**src/rtl/vext_pkg.sv**
```systemverilog
package vext_pkg;
  localparam int unsigned OFS_CAPS = 32'h0;
  localparam int unsigned OFS_CFG  = 32'h4;

  localparam int unsigned B_PRESENT = 0;
  localparam int unsigned B_EN      = 1;
  localparam int unsigned B_INTENC  = 2;
  localparam int unsigned B_CPUENC  = 3;

  function automatic logic [31:0] caps_word(input bit has_ext);
    logic [31:0] w;
    w = '0;
    if (has_ext) begin
      w[B_PRESENT] = 1'b1;
      w[B_EN]      = 1'b1;
      w[B_INTENC]  = 1'b1;
      w[B_CPUENC]  = 1'b1;
    end
    return w;
  endfunction
endpackage

```
**src/rtl/vext_bus_port.sv**
```systemverilog
module vext_bus_port #(
  parameter int unsigned ADDR_W = 12,
  parameter int unsigned DATA_W = 32
) (
  input  logic              clk,
  input  logic              rst_n,
  input  logic              req_valid,
  output logic              req_ready,
  input  logic              req_write,
  input  logic [ADDR_W-1:0] req_addr,
  input  logic [DATA_W-1:0] req_wdata,
  output logic              rsp_valid,
  input  logic              rsp_ready,
  output logic [DATA_W-1:0] rsp_rdata,
  output logic              rsp_err,
  input  logic [DATA_W-1:0] caps,
  input  logic [DATA_W-1:0] cfg_word,
  input  logic              cfg_reject,
  output logic              cfg_wr,
  output logic [DATA_W-1:0] cfg_wdata
);
  import vext_pkg::*;

  localparam logic [ADDR_W-1:0] A_CAPS = ADDR_W'(OFS_CAPS);
  localparam logic [ADDR_W-1:0] A_CFG  = ADDR_W'(OFS_CFG);

  logic accept, hit_caps, hit_cfg;
  logic [DATA_W-1:0] rd_mux;

  assign req_ready = !rsp_valid || rsp_ready;
  assign accept    = req_valid && req_ready;
  assign hit_caps  = (req_addr == A_CAPS);
  assign hit_cfg   = (req_addr == A_CFG);
  assign cfg_wr    = accept && req_write && hit_cfg;
  assign cfg_wdata = req_wdata;

  always_comb begin
    rd_mux = '0;
    if (!req_write) begin
      if (hit_caps)     rd_mux = caps;
      else if (hit_cfg) rd_mux = cfg_word;
    end
  end

  always_ff @(posedge clk or negedge rst_n) begin
    if (!rst_n) begin
      rsp_valid <= 1'b0;
      rsp_rdata <= '0;
      rsp_err   <= 1'b0;
    end else if (accept) begin
      rsp_valid <= 1'b1;
      rsp_rdata <= rd_mux;
      rsp_err   <= req_write && (hit_caps || (hit_cfg && cfg_reject));
    end else if (rsp_ready) begin
      rsp_valid <= 1'b0;
    end
  end
endmodule

```
**src/rtl/vext_cfg_store.sv**
```systemverilog
module vext_cfg_store #(
  parameter int unsigned DATA_W   = 32,
  parameter bit          HAS_VEXT = 1'b1
) (
  input  logic              clk,
  input  logic              rst_n,
  input  logic              cfg_wr,
  input  logic [DATA_W-1:0] cfg_wdata,
  input  logic              misc_wr,
  input  logic              misc_set_en,
  input  logic              misc_set_enc,
  output logic [DATA_W-1:0] caps,
  output logic [DATA_W-1:0] cfg_word,
  output logic              cfg_reject
);
  import vext_pkg::*;

  localparam logic [DATA_W-1:0] CAPS_ALL = DATA_W'(caps_word(1'b1));

  generate
    if (HAS_VEXT) begin : g_ext
      logic [DATA_W-1:0] word_q, misc_word;
      logic misc_reject;

      assign caps       = CAPS_ALL;
      assign cfg_word   = word_q;
      assign cfg_reject = word_q[B_EN] && (cfg_wdata != '0);

      always_comb begin
        misc_word = word_q;
        if (misc_set_en)  misc_word[B_EN]     = 1'b1;
        if (misc_set_enc) misc_word[B_INTENC] = 1'b1;
      end
      assign misc_reject = word_q[B_EN] && (misc_word != '0);

      always_ff @(posedge clk or negedge rst_n) begin
        if (!rst_n)
          word_q <= '0;
        else if (cfg_wr) begin
          if (!cfg_reject) word_q <= cfg_wdata & CAPS_ALL;
        end else if (misc_wr && !misc_reject)
          word_q <= misc_word & CAPS_ALL;
      end
    end else begin : g_legacy
      logic [DATA_W-1:0] fixed_word;
      always_comb begin
        fixed_word       = '0;
        fixed_word[B_EN] = 1'b1;
      end
      assign caps       = '0;
      assign cfg_word   = fixed_word;
      assign cfg_reject = 1'b1;
    end
  endgenerate
endmodule

```
**src/rtl/vext_misc_view.sv**
```systemverilog
module vext_misc_view #(
  parameter int unsigned DATA_W   = 32,
  parameter int unsigned MISC_W   = 64,
  parameter int unsigned EN_POS   = 48,
  parameter int unsigned ENC_POS  = 49,
  parameter bit          HAS_VEXT = 1'b1
) (
  input  logic [DATA_W-1:0] cfg_word,
  input  logic              misc_we,
  input  logic [MISC_W-1:0] misc_wdata,
  output logic [MISC_W-1:0] misc_rdata,
  output logic              misc_wr,
  output logic              misc_set_en,
  output logic              misc_set_enc
);
  import vext_pkg::*;

  always_comb begin
    misc_rdata = '0;
    if (HAS_VEXT) begin
      misc_rdata[EN_POS]  = cfg_word[B_EN];
      misc_rdata[ENC_POS] = cfg_word[B_INTENC];
    end else begin
      misc_rdata[EN_POS]  = 1'b1;
    end
  end

  assign misc_wr      = HAS_VEXT && misc_we;
  assign misc_set_en  = misc_wdata[EN_POS];
  assign misc_set_enc = misc_wdata[ENC_POS];
endmodule

```
**src/rtl/vext_cfg_regs.sv**
```systemverilog
module vext_cfg_regs #(
  parameter int unsigned ADDR_W   = 12,
  parameter int unsigned DATA_W   = 32,
  parameter int unsigned MISC_W   = 64,
  parameter int unsigned EN_POS   = 48,
  parameter int unsigned ENC_POS  = 49,
  parameter bit          HAS_VEXT = 1'b1
) (
  input  logic              clk,
  input  logic              rst_n,
  input  logic              req_valid,
  output logic              req_ready,
  input  logic              req_write,
  input  logic [ADDR_W-1:0] req_addr,
  input  logic [DATA_W-1:0] req_wdata,
  output logic              rsp_valid,
  input  logic              rsp_ready,
  output logic [DATA_W-1:0] rsp_rdata,
  output logic              rsp_err,
  input  logic              misc_we,
  input  logic [MISC_W-1:0] misc_wdata,
  output logic [MISC_W-1:0] misc_rdata,
  output logic              route_en,
  output logic              route_int_enc,
  output logic              route_cpu_enc
);
  import vext_pkg::*;

  logic [DATA_W-1:0] caps, cfg_word, cfg_wdata;
  logic cfg_reject, cfg_wr, misc_wr, misc_set_en, misc_set_enc;

  vext_bus_port #(.ADDR_W(ADDR_W), .DATA_W(DATA_W)) u_port (
    .clk, .rst_n, .req_valid, .req_ready, .req_write, .req_addr, .req_wdata,
    .rsp_valid, .rsp_ready, .rsp_rdata, .rsp_err,
    .caps, .cfg_word, .cfg_reject, .cfg_wr, .cfg_wdata
  );

  vext_cfg_store #(.DATA_W(DATA_W), .HAS_VEXT(HAS_VEXT)) u_store (
    .clk, .rst_n, .cfg_wr, .cfg_wdata, .misc_wr, .misc_set_en, .misc_set_enc,
    .caps, .cfg_word, .cfg_reject
  );

  vext_misc_view #(.DATA_W(DATA_W), .MISC_W(MISC_W), .EN_POS(EN_POS),
                   .ENC_POS(ENC_POS), .HAS_VEXT(HAS_VEXT)) u_misc (
    .cfg_word, .misc_we, .misc_wdata, .misc_rdata, .misc_wr,
    .misc_set_en, .misc_set_enc
  );

  assign route_en      = cfg_word[B_EN];
  assign route_int_enc = cfg_word[B_INTENC];
  assign route_cpu_enc = cfg_word[B_CPUENC];
endmodule

```
**config.mk**
```make
export PLATFORM = sky130hd
export DESIGN_NAME = vext_cfg_regs
export DESIGN_NICKNAME = d
export VERILOG_FILES = /design/src/rtl/vext_pkg.sv /design/src/rtl/vext_bus_port.sv /design/src/rtl/vext_cfg_store.sv /design/src/rtl/vext_misc_view.sv /design/src/rtl/vext_cfg_regs.sv
export SDC_FILE = /design/constraint.sdc
export NUM_CORES = 1
export LEC_CHECK = 0
export ABC_AREA = 1
export BUFFER_PORTS_ARGS = -buffer_cell sky130_fd_sc_hd__buf_2
export CORE_AREA = 2 2 83 85
export DETAILED_ROUTE_END_ITERATION = 6
export DIE_AREA = 0 0 85 87
export PLACE_DENSITY = 0.65
export SLEW_MARGIN = 30
export SYNTH_ARGS = -nofsm -noshare
export SYNTH_HDL_FRONTEND = slang
export SYNTH_SLANG_ARGS = --single-unit
```
**constraint.sdc**
```tcl
create_clock -name clk -period 2.1 [get_ports clk]
set_input_delay 0.21 -clock clk [delete_from_list [all_inputs] [get_ports clk]]
set_output_delay 0.21 -clock clk [all_outputs]
set_load 0.02 [all_outputs]
```
==> run summary, run 1 <==
Layout fillers -> 747
Critical Path RT -> 2.22 ns
initial antenna violation count -> 0
Most used DFF post-synth -> dfrtp_1
largest cells by area after synthesis -> buf_4 48%, dfrtp_1 17%, nand2_1 10%
Pleak -> 1.011 nW
CP Cell Sequence -> nand2_1 > nand3_2 > inv_1 > nand3_2 > o21ai_0 > nand2_1 > nand2_1 > nand2_1
row count -> 30
Max Fclk -> 771.6 MHz
met1 WL -> 1081 microns
total global routing overflow -> 0
CP endpoint kind -> flop
clock tree sinks -> 10
RSZ-0062 raised after global routing -> false
slowest CP cell -> dfrtp_1
Max-Cap Viols -> 0
drt pass-1 iters -> 4
Final Hold Fails -> 0
Root Buffer -> clkbuf_8
Post-route DRC -> 0
Synth cell types -> 18
Final nets -> 383
GP Congestion -> 0.7895
DR WL met3 -> 412 microns
multi-input logic area -> 788.3 sq um
largest fanout on the critical path -> 4
outcome -> completed
post-detail-place hpwl -> 2540 microns
dpl ws -> 0.8092 ns
Post-DRT Antenna Nets -> 0
area delta synth->final -> 8.646%
Reg clk slew, reported paths -> 0.05 ns
Slew Viols, Final -> 0
core area -> 6569 sq um
number of global-route vias before repair -> 931
CTS Buf Count -> 3
top-count cell post-synth -> buf_4
Initial Utilization -> 21.81%
Critical Path Max Stage Delay -> 0.37 ns
DIE AREA -> 7395 sq um
share of layout cells above drive strength 1 -> 29.85%
Bufs on Longest Clock Path -> 2
mapped cell area -> 1433 sq um
setup_tns -> 0 ns
via count -> 1159
Final min period -> 1.296 ns
post-synthesis sequential area ratio -> 17.47%
Yosys reg bits -> 10
Pwr Density -> 514.6 nW/um^2
crit path kind -> flop to flop
count of buffers from port buffering -> 63
Critical Path Source Type -> flop
post-route clock period utilization -> 61.71%
WHS -> 0.2523 ns
Sequential Area -> 250.2 sq um
total wire length -> 2759 microns
CTS tree -> built
Clock Skew -> 0.002341 ns
GRT Resource Usage Total -> 6.949%
WL per Instance -> 7.928 microns
Worst IR Drop VDD -> 0.4620 mV
worst hold path class -> input pin to flop
# IOs -> 216
top sig layer -> met4
ant diodes -> 0
# setup viols final -> 0
Post-CTS Setup Inserts -> 0
Synth Instances -> 203
async set or reset register ratio after synthesis -> 100.0%
area leader, netlist -> buf_4
htree depth -> 1
Crit path arrival time -> 1.42 ns
largest net degree at the start of global routing -> 11
Synth warnings -> 0
first-pass GRT wire length -> 4071 microns
most common library cells after synthesis -> 92 x buf_4, 39 x nand2_1, 23 x nor2_1, 10 x dfrtp_1, 10 x inv_1
CP dominant cell by count -> nand2_1
Mean Syn Cell Area -> 7.057 sq um
top cell type's share of synthesized area -> 48.21%
EDFF count, synth -> 0
Final WS setup -> 0.8041 ns
DR WL met2 -> 1244 microns
insertion delay to the later sink of the worst-skew pair -> 0.23 ns
Vias/cell -> 3.330
Iteration-0 DRC Markers -> 19
DIE HEIGHT -> 87 microns
Die X -> 85 microns
[layout make-up]
type                    instances  share of cell area (%)
repair buffers                 64                   20.90
flip-flops and latches         10                   16.08
well taps                      80                   6.431
inverters                      10                   2.412
multi-input cells             180                   50.64
clock buffers                   4                   3.537
[repair_timing]
| item | CTS | global route |
|---|---|---|
| endpoints found under the hold margin | 10 | 0 |
| gates resized for setup | 0 | 0 |
| hold buffers | 1 | 0 |
[per-stage QoR]
stage	power, W	util [%]	instances	cell area, sq um
2_1_floorplan	0.0006093	-	292	1767
3_3_place_gp	0.0005610	22.70	343	1491
3_5_place_dp	0.0005653	22.70	343	1491
4_1_cts	0.0008080	23.70	348	1556
5_1_grt	0.0008513	23.70	348	1556
6_report	0.0008010	23.70	348	1556
[where the power goes]
| part | switching, W | internal (W) |
|---|---|---|
| Clock | 0.0000722 | 0.000165 |
| Combinational | 0.000256 | 0.0000788 |
| Sequential | 0.0000215 | 0.000208 |
| Total | 0.000349 | 0.000452 |
[final timing paths]
check / start / end / slack [ns] / cells past startpoint
min in group asynchronous: rst_n / u_port.rsp_rdata[0] / 0.38 / 2
setup / recovery: u_port.rsp_valid / u_store.cfg_word[2] / 0.80 / 8
hold reg to reg: u_port.rsp_err / u_port.rsp_err / 0.48 / 2
setup reg to reg: u_port.rsp_valid / u_store.cfg_word[2] / 0.80 / 8
max in group asynchronous: rst_n / u_store.cfg_word[3] / 1.53 / 2
hold / removal: req_wdata[0] / u_store.cfg_word[0] / 0.25 / 3
[state kept, by name, indices dropped and copies added (netlist names)]
| name | count |
|---|---|
| u_store.cfg_word | 4 |
| u_port.rsp_valid | 1 |
| u_port.rsp_err | 1 |
| u_port.rsp_rdata | 4 |
[cell usage in the layout, fill, tap and decap left out]
cell type,count
nand3_1,7
nand2_2,2
nand3_2,3
nor2_4,1
nor2_1,23
nor2_2,3
nor3_1,2
dlygate4sd3_1,1
nand2_4,2
nor2_8,1
nand2_1,39
o21ai_0,2
buf_2,63
inv_1,10
a22o_1,3
o21ai_1,1
o21ai_4,1
dfrtp_1,10
conb_1,90
clkbuf_8,4
[layer usage]
layer	track usage, %	up-vias
li1	-	571
met1	8.333	477
met2	12.29	109
met3	2.180	2
met4	1.299	0
met5	0	-
[critical path: cells and delay by family (launching register included)]
kind,cells,cell delay (ns)
AND/OR/NAND/NOR,6,0.58
flip-flops,1,0.37
buffers and inverters,1,0.14
AO/OA/AOI/OAI,1,0.09
[cell families after synthesis]
logic type / share of synthesized area (%)
buffers and inverters: 50.83
and+or+nand+nor: 27.42
DFF: 17.47
AOI/OAI and AO/OA: 4.018
other: 0.2618
Power figures use the tool's default switching activity.
==> run 2: changes to the inputs <==
--- a/config.mk
+++ b/config.mk
@@ -7,10 +7,10 @@
 export LEC_CHECK = 0
 export ABC_AREA = 1
 export BUFFER_PORTS_ARGS = -buffer_cell sky130_fd_sc_hd__buf_2
-export CORE_AREA = 2 2 83 85
+export CORE_AREA = 2 2 84 86
 export DETAILED_ROUTE_END_ITERATION = 6
-export DIE_AREA = 0 0 85 87
-export PLACE_DENSITY = 0.65
+export DIE_AREA = 0 0 86 88
+export PLACE_DENSITY = 0.63
 export SLEW_MARGIN = 30
 export SYNTH_ARGS = -nofsm -noshare
 export SYNTH_HDL_FRONTEND = slang
==> constraint.sdc (replaced) <==
create_clock -name clk -period 1.3 [get_ports clk]
set_input_delay 0.13 -clock clk [delete_from_list [all_inputs] [get_ports clk]]
set_output_delay 0.13 -clock clk [all_outputs]
set_load 0.02 [all_outputs]
==> run summary, run 2 (synthesized netlist as in run 1, its figures left out) <==
Final min period -> 1.156 ns (-0.1397 ns)
htree depth -> 1 (unchanged)
r2r setup slk -> 0.14 ns (-0.66 ns)
CP Cell Sequence -> nand2_4 > nand3_2 > inv_1 > nand3_2 > o21ai_0 > nand2_1 > nand2_1 > nand2_1
Final nets -> 384 (+0.26%)
CP endpoint kind -> flop
DIE HEIGHT -> 88 microns (+1.1%)
# IOs -> 216 (unchanged)
clock tree sinks -> 10 (unchanged)
post-detail-place hpwl -> 2469 microns (-2.8%)
RSZ-0062 raised after global routing -> false
Final WS setup -> 0.1438 ns (-0.6603 ns)
Hold Path Depth -> 3 (unchanged)
outcome -> completed
DR WL met2 -> 1446 microns (+16%)
Critical Path RT -> 1.43 ns (-0.79 ns)
Iteration-0 DRC Markers -> 29 (+10)
via count -> 1155 (-0.35%)
row count -> 30 (unchanged)
sequential share of power -> 28.9% (+0.2 points)
Clock Skew -> 0.002855 ns (+0.0005141 ns)
Post-DRT Antenna Nets -> 0 (unchanged)
Critical R2R Launch -> u_port.rsp_valid
Int Pwr -> 0.0007335 W (+62%)
GP Congestion -> 0.7116 (-9.9%)
sw frac -> 43.43% (-0.18 points)
CTS tree -> built
Pleak -> 1.020 nW (+0.90%)
CP dominant cell by count -> nand2_1
crit path kind -> flop to flop
largest net degree at the start of global routing -> 11 (unchanged)
Clock power frac -> 30.0% (+0.5 points)
Die X -> 86 microns (+1.2%)
Max-Cap Viols -> 0 (unchanged)
slowest CP cell -> dfrtp_1
drt pass-1 iters -> 4 (unchanged)
commonest non-fill, non-tap cells in the layout -> 90 x conb_1, 63 x buf_2, 38 x nand2_1
Hold Path End -> u_store.cfg_word[0]
dpl ws -> 0.09721 ns (-0.7120 ns)
area delta synth->final -> 9.695%
total wire length -> 2702 microns (-2.1%)
Bufs on Longest Clock Path -> 2 (unchanged)
post-route clock period utilization -> 88.94% (+27 points)
initial antenna violation count -> 0 (unchanged)
DIE AREA -> 7568 sq um (+2.3%)
Root Buffer -> clkbuf_8
DR WL met3 -> 367 microns (-11%)
first-pass GRT wire length -> 3864 microns (-5.1%)
R2R depth -> 8 (unchanged)
total global routing overflow -> 0 (unchanged)
NetSw -> 0.0005631 W (+61%)
WHS -> 0.1541 ns (-0.09819 ns)
count of buffers from port buffering -> 63 (unchanged)
Final Hold Fails -> 0 (unchanged)
met1 WL -> 855 microns (-21%)
Vias/cell -> 3.309 (-0.63%)
number of global-route vias before repair -> 928 (-0.32%)
top sig layer -> met4
insertion delay to the later sink of the worst-skew pair -> 0.24 ns (about the same)
largest fanout on the critical path -> 4 (unchanged)
Max Fclk -> 864.9 MHz (+12%)
cts repair resizes -> 0 (unchanged)
Crit path arrival time -> 1.28 ns (-0.14 ns)
Worst IR Drop VDD -> 0.1882 mV (-59%)
setup_tns -> 0 ns (unchanged)
Post-route DRC -> 0 (unchanged)
Slew Viols, Final -> 0 (unchanged)
Critical Path Source Type -> flop
WL per Instance -> 7.742 microns (-2.3%)
Layout fillers -> 729 (-2.4%)
GRT Resource Usage Total -> 6.595% (-0.35 points)
ant diodes -> 0 (unchanged)
Initial Utilization -> 21.56% (-0.25 points)
core area -> 6644 sq um (+1.1%)
Pwr Density -> 825.1 nW/um^2 (+60%)
share of layout cells above drive strength 1 -> 30.48% (+0.63 points)
# setup viols final -> 0 (unchanged)
Reg clk slew, reported paths -> 0.05 ns (about the same)
min-delay src -> req_wdata[0]
CTS Buf Count -> 3 (unchanged)
worst hold path class -> input pin to flop
Critical Path Max Stage Delay -> 0.40 ns (+0.03 ns)
combinational power share -> 41.1% (-0.7 points)
R2R Path End -> u_store.cfg_word[1]
commonest non-fill, non-tap cell in the layout -> conb_1
run 2: cell count changes in the layout (fill, tap and decap cells not counted), sizes merged:
| cell | previous run | this run |
|---|---|---|
| buf | 63 | 64 |
run 2: stage by stage:
| stage | util (%) | total power, W | area, sq um | instances |
|---|---|---|---|---|
| after floorplan | - | 0.0009883 | 1774 | 292 |
| after global placement | 22.67 | 0.0009068 | 1506 | 344 |
| after detailed placement | 22.67 | 0.0009125 | 1506 | 344 |
| after CTS | 23.65 | 0.001307 | 1572 | 349 |
| after global routing | 23.65 | 0.001375 | 1572 | 349 |
| final | 23.65 | 0.001297 | 1572 | 349 |
run 2: final cells by class:
class | count | area (sq um) | share of cell area [%]
clock buffers | 4 | 55.05 | 3.503
inverters | 10 | 37.54 | 2.389
multi-input cells | 180 | 795.8 | 50.64
flip-flops and latches | 10 | 250.2 | 15.92
well taps | 80 | 100.1 | 6.369
repair buffers | 65 | 332.8 | 21.18
run 2: worst max-delay path by stage:
stage	slack (ns)	start	end
4_1_cts	0.09	u_port.rsp_valid	u_store.cfg_word[1]
3_3_place_gp	0.09	req_addr[5]	u_store.cfg_word[1]
6_report	0.14	u_port.rsp_valid	u_store.cfg_word[1]
5_1_grt	0.02	u_port.rsp_valid	u_port.rsp_rdata[0]
2_1_floorplan	0.02	u_port.rsp_valid	u_store.cfg_word[1]
3_5_place_dp	0.1	req_addr[7]	u_store.cfg_word[1]
run 2: repair_timing:
item | 4_1_cts | 5_1_grt
hold buffers | 1 | 0
endpoints found under the hold margin | 10 | 0
setup buffers | 0 | 0
run 2: critical path, delay by kind of cell, from the launching register on:
kind | cells | cell delay, ns
buffers and inverters | 1 | 0.09
flip-flops | 1 | 0.40
AND/OR/NAND/NOR | 6 | 0.44
AO/OA/AOI/OAI | 1 | 0.10
run 2: power groups by stage:
stage	registers (W)	clock network (W)	logic, W
global route	0.000382	0.000409	0.000584
detailed placement	0.000383	0	0.000529
floorplan	0.000401	0	0.000587
global placement	0.000383	0	0.000524
finish	0.000374	0.000389	0.000533
CTS	0.000378	0.000396	0.000533
run 2: per-layer routing:
layer,vias to the layer above,track usage [%]
li1,574,-
met4,0,3.463
met1,479,5.882
met5,-,0
met2,98,13.67
met3,4,1.320
